`config.mk`:
```
export PLATFORM = sky130hd
export DESIGN_NAME = uart_loopback_path
export DESIGN_NICKNAME = d
export VERILOG_FILES = /design/src/rtl/uart_lb_pkg.sv /design/src/rtl/lb_sync2.sv /design/src/rtl/lb_modem_sel.sv /design/src/rtl/lb_push_sel.sv /design/src/rtl/uart_loopback_path.sv
export SDC_FILE = /design/constraint.sdc
export NUM_CORES = 1
export LEC_CHECK = 0
export ABC_CLOCK_PERIOD_IN_PS = 1400
export BUFFER_PORTS_ARGS = -buffer_cell sky130_fd_sc_hd__buf_2
export CAP_MARGIN = 20
export CORE_ASPECT_RATIO = 0.7
export CORE_UTILIZATION = 42
export CTS_CLUSTER_DIAMETER = 50
export DETAILED_ROUTE_END_ITERATION = 7
export PLACE_DENSITY = 0.86
export SYNTH_ARGS = -nofsm -noshare
export SYNTH_HDL_FRONTEND = slang
export SYNTH_SLANG_ARGS = --single-unit
```
`constraint.sdc`:
```
create_clock -name clk -period 1.4 [get_ports clk]
set_clock_uncertainty 0.15 [all_clocks]
set_input_delay 0 -clock clk [delete_from_list [all_inputs] [get_ports clk]]
set_output_delay 0 -clock clk [all_outputs]
set_load 0.02 [all_outputs]
```
`src/rtl/uart_lb_pkg.sv`:
```
package uart_lb_pkg;
    localparam int LB_POS   = 7;
    localparam int DTR_POS  = 10;
    localparam int RTS_POS  = 11;
    localparam int OUT1_POS = 12;
    localparam int OUT2_POS = 13;

    localparam int FR_RI_POS  = 8;
    localparam int FR_DCD_POS = 2;
    localparam int FR_DSR_POS = 1;
    localparam int FR_CTS_POS = 0;

    typedef struct packed {
        logic ri;
        logic dcd;
        logic dsr;
        logic cts;
    } modem_t;
endpackage

```
`src/rtl/lb_sync2.sv`:
```
module lb_sync2 #(
    parameter int W = 4
) (
    input  logic         clk,
    input  logic         rst_n,
    input  logic [W-1:0] din,
    output logic [W-1:0] dout
);
    typedef struct packed {
        logic [W-1:0] s1;
        logic [W-1:0] s2;
    } sync_t;

    sync_t st_d, st_q;

    always_comb begin
        st_d    = st_q;
        st_d.s1 = din;
        st_d.s2 = st_q.s1;
    end

    always_ff @(posedge clk or negedge rst_n) begin
        if (!rst_n) st_q <= '0;
        else        st_q <= st_d;
    end

    assign dout = st_q.s2;
endmodule

```
`src/rtl/lb_modem_sel.sv`:
```
module lb_modem_sel
    import uart_lb_pkg::*;
(
    input  logic   clk,
    input  logic   rst_n,
    input  logic   lb_en,
    input  modem_t loop_src,
    input  modem_t ext_sync,
    output modem_t flags
);
    typedef struct packed {
        modem_t flags;
        logic   hist;
    } sel_t;

    sel_t st_d, st_q;

    always_comb begin
        st_d       = st_q;
        st_d.hist  = 1'b1;
        st_d.flags = lb_en ? loop_src : ext_sync;
    end

    always_ff @(posedge clk or negedge rst_n) begin
        if (!rst_n) st_q <= '0;
        else        st_q <= st_d;
    end

    assign flags = st_q.flags;

    // looped values land one edge after the control word shows loopback
    a_r2_loop_map: assert property (@(posedge clk) disable iff (!rst_n)
        (st_q.hist && $past(lb_en)) |-> (flags == $past(loop_src)));
endmodule

```
`src/rtl/lb_push_sel.sv`:
```
module lb_push_sel #(
    parameter int DATA_W  = 8,
    parameter int BRK_POS = 10
) (
    input  logic              clk,
    input  logic              rst_n,
    input  logic              lb_en,
    input  logic              brk_en,
    input  logic              ext_rx_valid,
    input  logic [DATA_W-1:0] ext_rx_data,
    input  logic              ext_brk,
    input  logic              tx_valid,
    input  logic [DATA_W-1:0] tx_data,
    output logic              push,
    output logic [BRK_POS:0]  entry
);
    localparam int ENTRY_W = BRK_POS + 1;

    typedef struct packed {
        logic               push;
        logic [ENTRY_W-1:0] entry;
        logic               brk_prev;
        logic               lb_prev;
        logic               pend;
        logic               hist;
    } push_t;

    push_t st_d, st_q;

    logic              brk_rise;
    logic              mode_chg;
    logic              data_v;
    logic [DATA_W-1:0] data_sel;
    logic              brk_req;
    logic              pend_base;

    always_comb begin
        brk_rise  = brk_en & ~st_q.brk_prev;
        mode_chg  = lb_en ^ st_q.lb_prev;
        data_v    = lb_en ? tx_valid : ext_rx_valid;
        data_sel  = lb_en ? tx_data : ext_rx_data;
        brk_req   = lb_en ? brk_rise : ext_brk;
        pend_base = mode_chg ? 1'b0 : st_q.pend;

        st_d          = st_q;
        st_d.hist     = 1'b1;
        st_d.brk_prev = brk_en;
        st_d.lb_prev  = lb_en;
        st_d.push     = 1'b0;
        st_d.entry    = '0;
        st_d.pend     = pend_base;

        if (data_v) begin
            st_d.push                 = 1'b1;
            st_d.entry[DATA_W-1:0]    = data_sel;
            st_d.pend                 = pend_base | brk_req;
        end else if (pend_base | brk_req) begin
            st_d.push                 = 1'b1;
            st_d.entry[BRK_POS]       = 1'b1;
            st_d.pend                 = 1'b0;
        end
    end

    always_ff @(posedge clk or negedge rst_n) begin
        if (!rst_n) st_q <= '0;
        else        st_q <= st_d;
    end

    assign push  = st_q.push;
    assign entry = st_q.entry;

    // a looped data entry carries the byte presented for transmit
    a_r7_tx_loop: assert property (@(posedge clk) disable iff (!rst_n)
        (st_q.hist && push && !entry[BRK_POS] && $past(lb_en))
        |-> ($past(tx_valid) && entry[DATA_W-1:0] == $past(tx_data)));

    // a data entry outside loopback comes from the external receiver
    a_r10_ext_data: assert property (@(posedge clk) disable iff (!rst_n)
        (st_q.hist && push && !entry[BRK_POS] && !$past(lb_en))
        |-> ($past(ext_rx_valid) && entry[DATA_W-1:0] == $past(ext_rx_data)));

    // a raised break request with no data pending is pushed at once
    a_r9_brk_rise: assert property (@(posedge clk) disable iff (!rst_n)
        (lb_en && brk_en && !st_q.brk_prev && !tx_valid)
        |=> (push && entry[BRK_POS]));
endmodule

```
`src/rtl/uart_loopback_path.sv`:
```
module uart_loopback_path
    import uart_lb_pkg::*;
#(
    parameter int CTRL_W  = 16,
    parameter int DATA_W  = 8,
    parameter int FLAG_W  = 9,
    parameter int BRK_POS = 10
) (
    input  logic              clk,
    input  logic              rst_n,
    input  logic [CTRL_W-1:0] ctrl_reg,
    input  logic              brk_en,
    input  logic              ext_ri,
    input  logic              ext_dcd,
    input  logic              ext_dsr,
    input  logic              ext_cts,
    input  logic              ext_rx_valid,
    input  logic [DATA_W-1:0] ext_rx_data,
    input  logic              ext_brk,
    input  logic              tx_valid,
    input  logic [DATA_W-1:0] tx_data,
    output logic [FLAG_W-1:0] fr_modem,
    output logic [3:0]        int_modem,
    output logic              rxq_push,
    output logic [BRK_POS:0]  rxq_entry
);
    logic   lb_en;
    modem_t loop_src;
    modem_t ext_raw;
    modem_t ext_sync;
    modem_t flags;
    logic   ctrl_unused;

    assign lb_en        = ctrl_reg[LB_POS];
    assign loop_src.ri  = ctrl_reg[OUT2_POS];
    assign loop_src.dcd = ctrl_reg[OUT1_POS];
    assign loop_src.cts = ctrl_reg[RTS_POS];
    assign loop_src.dsr = ctrl_reg[DTR_POS];
    assign ctrl_unused  = ^{ctrl_reg[CTRL_W-1:OUT2_POS+1], ctrl_reg[DTR_POS-1:LB_POS+1],
                            ctrl_reg[LB_POS-1:0]};

    assign ext_raw = '{ri: ext_ri, dcd: ext_dcd, dsr: ext_dsr, cts: ext_cts};

    lb_sync2 #(.W(4)) u_sync (
        .clk   (clk),
        .rst_n (rst_n),
        .din   (ext_raw),
        .dout  (ext_sync)
    );

    lb_modem_sel u_modem (
        .clk      (clk),
        .rst_n    (rst_n),
        .lb_en    (lb_en),
        .loop_src (loop_src),
        .ext_sync (ext_sync),
        .flags    (flags)
    );

    lb_push_sel #(.DATA_W(DATA_W), .BRK_POS(BRK_POS)) u_push (
        .clk          (clk),
        .rst_n        (rst_n),
        .lb_en        (lb_en),
        .brk_en       (brk_en),
        .ext_rx_valid (ext_rx_valid),
        .ext_rx_data  (ext_rx_data),
        .ext_brk      (ext_brk),
        .tx_valid     (tx_valid),
        .tx_data      (tx_data),
        .push         (rxq_push),
        .entry        (rxq_entry)
    );

    always_comb begin
        fr_modem             = '0;
        fr_modem[FR_RI_POS]  = flags.ri;
        fr_modem[FR_DCD_POS] = flags.dcd;
        fr_modem[FR_DSR_POS] = flags.dsr;
        fr_modem[FR_CTS_POS] = flags.cts;
    end

    assign int_modem = {flags.dsr, flags.dcd, flags.cts, flags.ri};

    logic [1:0] age_q;
    always_ff @(posedge clk or negedge rst_n) begin
        if (!rst_n)             age_q <= '0;
        else if (age_q != 2'd3) age_q <= age_q + 2'd1;
    end

    // external path is three edges deep
    a_r4_ext_latency: assert property (@(posedge clk) disable iff (!rst_n)
        (age_q == 2'd3 && !$past(lb_en))
        |-> (fr_modem[FR_CTS_POS] == $past(ext_cts, 3) && fr_modem[FR_RI_POS] == $past(ext_ri, 3)));

    // interrupt levels track the flag bits
    a_r6_int_level: assert property (@(posedge clk) disable iff (!rst_n)
        int_modem == {fr_modem[FR_DSR_POS], fr_modem[FR_DCD_POS],
                      fr_modem[FR_CTS_POS], fr_modem[FR_RI_POS]});
endmodule

```
==> out/results.ini <==
[logic_synthesis]
synth_top_area_share = 0.577
synthTopCellsByCount = dfrtp_1 (25), buf_4 (20), nand2_1 (10)
synthArstFlopShare = 1.00
syn_area_per_cell_um2 = 11.9
post-synth-top-count-cell = dfrtp_1
synth_warnings = 0
seq_area_frac_synth = 0.577
synthTopCellsByArea = dfrtp_1 (58%), buf_4 (14%), mux2_4 (5.5%)
synthFlopType = dfrtp_1
synth_edf_count = 0
synth_top_area_cell = dfrtp_1
syn_inst = 91
synth-seq-cells = 25
synthDistinctLibCells = 17
syn-cell-area_mm2 = 0.00108

[timing]
rsz0062_at_grt = no
finalCriticalPeriod_ns = 1.41
worst_slack_ns = -0.0111
max_slew_margin = 0.638
fmax_mhz = 709
fin_setup_tns_ns = -0.0111
setup_viol = 1
hold_viol = 0
worst_pin_slew_ns = 0.543
slew_viol_final = 0
period_share = 1.01

[clocking]
post_cts_buffers = 0
clockBufferDepth = 2
numCtsBuffers = 3
clkTransAtPathRegs_ns = 0.08
cts-root-buf = clkbuf_8
numClockSinks = 25
htreeDepth = 1
cts_tree = done
clk_latency_ns = 0.26

[critical_path]
worst-endpoint-arrival_ns = 1.44
cp.required_ns = 1.43
crit_type = input pin to flip-flop
rrSetupSlack_ns = 0.22
r2r_cells = 2
worstPathMaxFanout = 1
r2r-end = u_push.entry[10]
end_kind = flip-flop
critPathLaunchType = input pin
r2r-start = u_push.st_q[1]

[detailed_routing]
avgViaCountPerCell = 4.60
drtAntennaViolNets = 0
top_layer = met4
drc = 0
wl_met1_um = 1030
routed_wl_um = 2700
wl_met3_um = 170
dr_wl_met2_um = 1470
vias = 902
first_pass_iters = 4
routedWlPerCell_um = 13.8
drtIter0Drc = 68

[layout]
drive_gt1_frac = 0.354
final_nets = 207
seq_area_um2 = 626
insertedDiodeCount = 0
syn_to_final_growth_pct = 49.5
fill_cells = 169
multi_input_area_um2 = 256
design_area_mm2 = 0.00162

[global_routing]
grt_pass1_vias = 923
grt_pass1_wl_um = 4250
grt_overflow = 0
gr-usage-all-layers = 0.212
grt_max_degree = 26
antenna_found_initial = 0

[place]
gp_congestion = 0.695
hpwl_um = 1360
portBuffers = 48
post_dp_cell_area_mm2 = 0.00118

[floorplan]
die_h_um = 44.5
die_w_um = 62.7
start_util = 0.472
core_area_mm2 = 0.00229
ios = 67
die_area_mm2 = 0.00279
fp-row-count = 14

[run_status]
violations = negative setup slack
status = complete, but fails checks

[power_and_ir_drop]
total_leakage_power_nw = 0.807
p_per_area_mw_per_mm2 = 934
irDropWorstVdd_v = 0.000850

[run]
maxCapViolCount = 0

[hold_path]
holdCritStartpoint = ctrl_reg[7]
min_to = u_push.push
hold_class = input pin to flip-flop
holdPathStages = 3

-- report_power, final --
part           total (mW)  internal [mW]  switching [mW]
clock               0.406          0.203           0.204
sequential          0.780          0.766          0.0139
combinational       0.327          0.157           0.170
total                1.51           1.13           0.387
-- through the flow --
stage / cells / hold slack, ns / setup WS, ns / total power, mW / util
2_1_floorplan: 97 / -0.446 / 0.358 / 0.989 / -
6_report: 196 / 0.00890 / -0.0111 / 1.51 / 0.706
3_3_place_gp: 153 / -0.152 / 0.309 / 1.02 / 0.516
4_1_cts: 196 / 0.00437 / 0.0537 / 1.52 / 0.706
5_1_grt: 196 / 0.00811 / 0.00242 / 1.59 / 0.706
3_5_place_dp: 153 / -0.136 / 0.263 / 1.03 / 0.516
-- sequential cells by signal, summed over array words and instances, names as in the netlist --
| register | flops |
|---|---|
| u_push.entry | 9 |
| u_push.st_q | 3 |
| u_sync.st_d | 4 |
| u_modem.flags | 4 |
| u_push.push | 1 |
| u_sync.dout | 4 |
-- cells by family after synthesis --
group,synth area share
other cells,0.00346
buf+inv,0.207
mux,0.0554
compound gates,0.0797
simple gates,0.0774
flops,0.577
-- worst max-delay path by stage --
stage / startpoint / end / slack [ns] / depth (start not counted)
floorplan: u_push.st_q[1] / u_push.entry[10] / 0.36 / 2
global placement: u_push.st_q[1] / u_push.entry[10] / 0.31 / 2
detailed placement: u_push.st_q[1] / u_push.entry[10] / 0.26 / 2
CTS: tx_data[0] / u_push.entry[0] / 0.05 / 5
global route: tx_data[1] / u_push.entry[1] / 0.002 / 5
finish: ext_rx_data[4] / u_push.entry[4] / -0.01 / 5
-- worst max-delay path: stages --
cell and delay (ns):
dlygate4sd3_1 0.55, buf_2 0.11, nand2_1 0.05, dlygate4sd3_1 0.56
o21ai_1 0.17
-- cells in the final DEF, fill, tap and decap left out --
cell type	n
dfrtp_1	25
nand2_1	10
a22oi_1	1
nand3_1	8
o21ai_1	6
o32ai_1	2
a21oi_1	1
o21ai_0	2
conb_1	7
clkbuf_1	1
buf_4	1
clkbuf_8	3
nor2_2	1
a32oi_2	1
buf_2	48
mux2_4	4
inv_1	4
dlygate4sd3_1	39
-- routing by layer --
| metal | vias up | track usage |
|---|---|---|
| met4 | 0 | 0.0651 |
| li1 | 416 | - |
| met1 | 431 | 0.219 |
| met2 | 51 | 0.437 |
| met3 | 4 | 0.0464 |
| met5 | - | 0 |
-- what timing repair did --
action	CTS	global route
resized for setup	0	2
endpoints found under the hold margin	46	0
endpoints found under the setup margin	0	2
hold buffers	39	0
-- layout make-up --
class | count | area share
multi-input combinational | 43 | 0.158
inverter | 4 | 0.00927
sequential | 25 | 0.386
timing repair buffer | 88 | 0.394
tap | 32 | 0.0247
clock buffer | 4 | 0.0278
No activity file was read; power rests on OpenSTA's default activity.
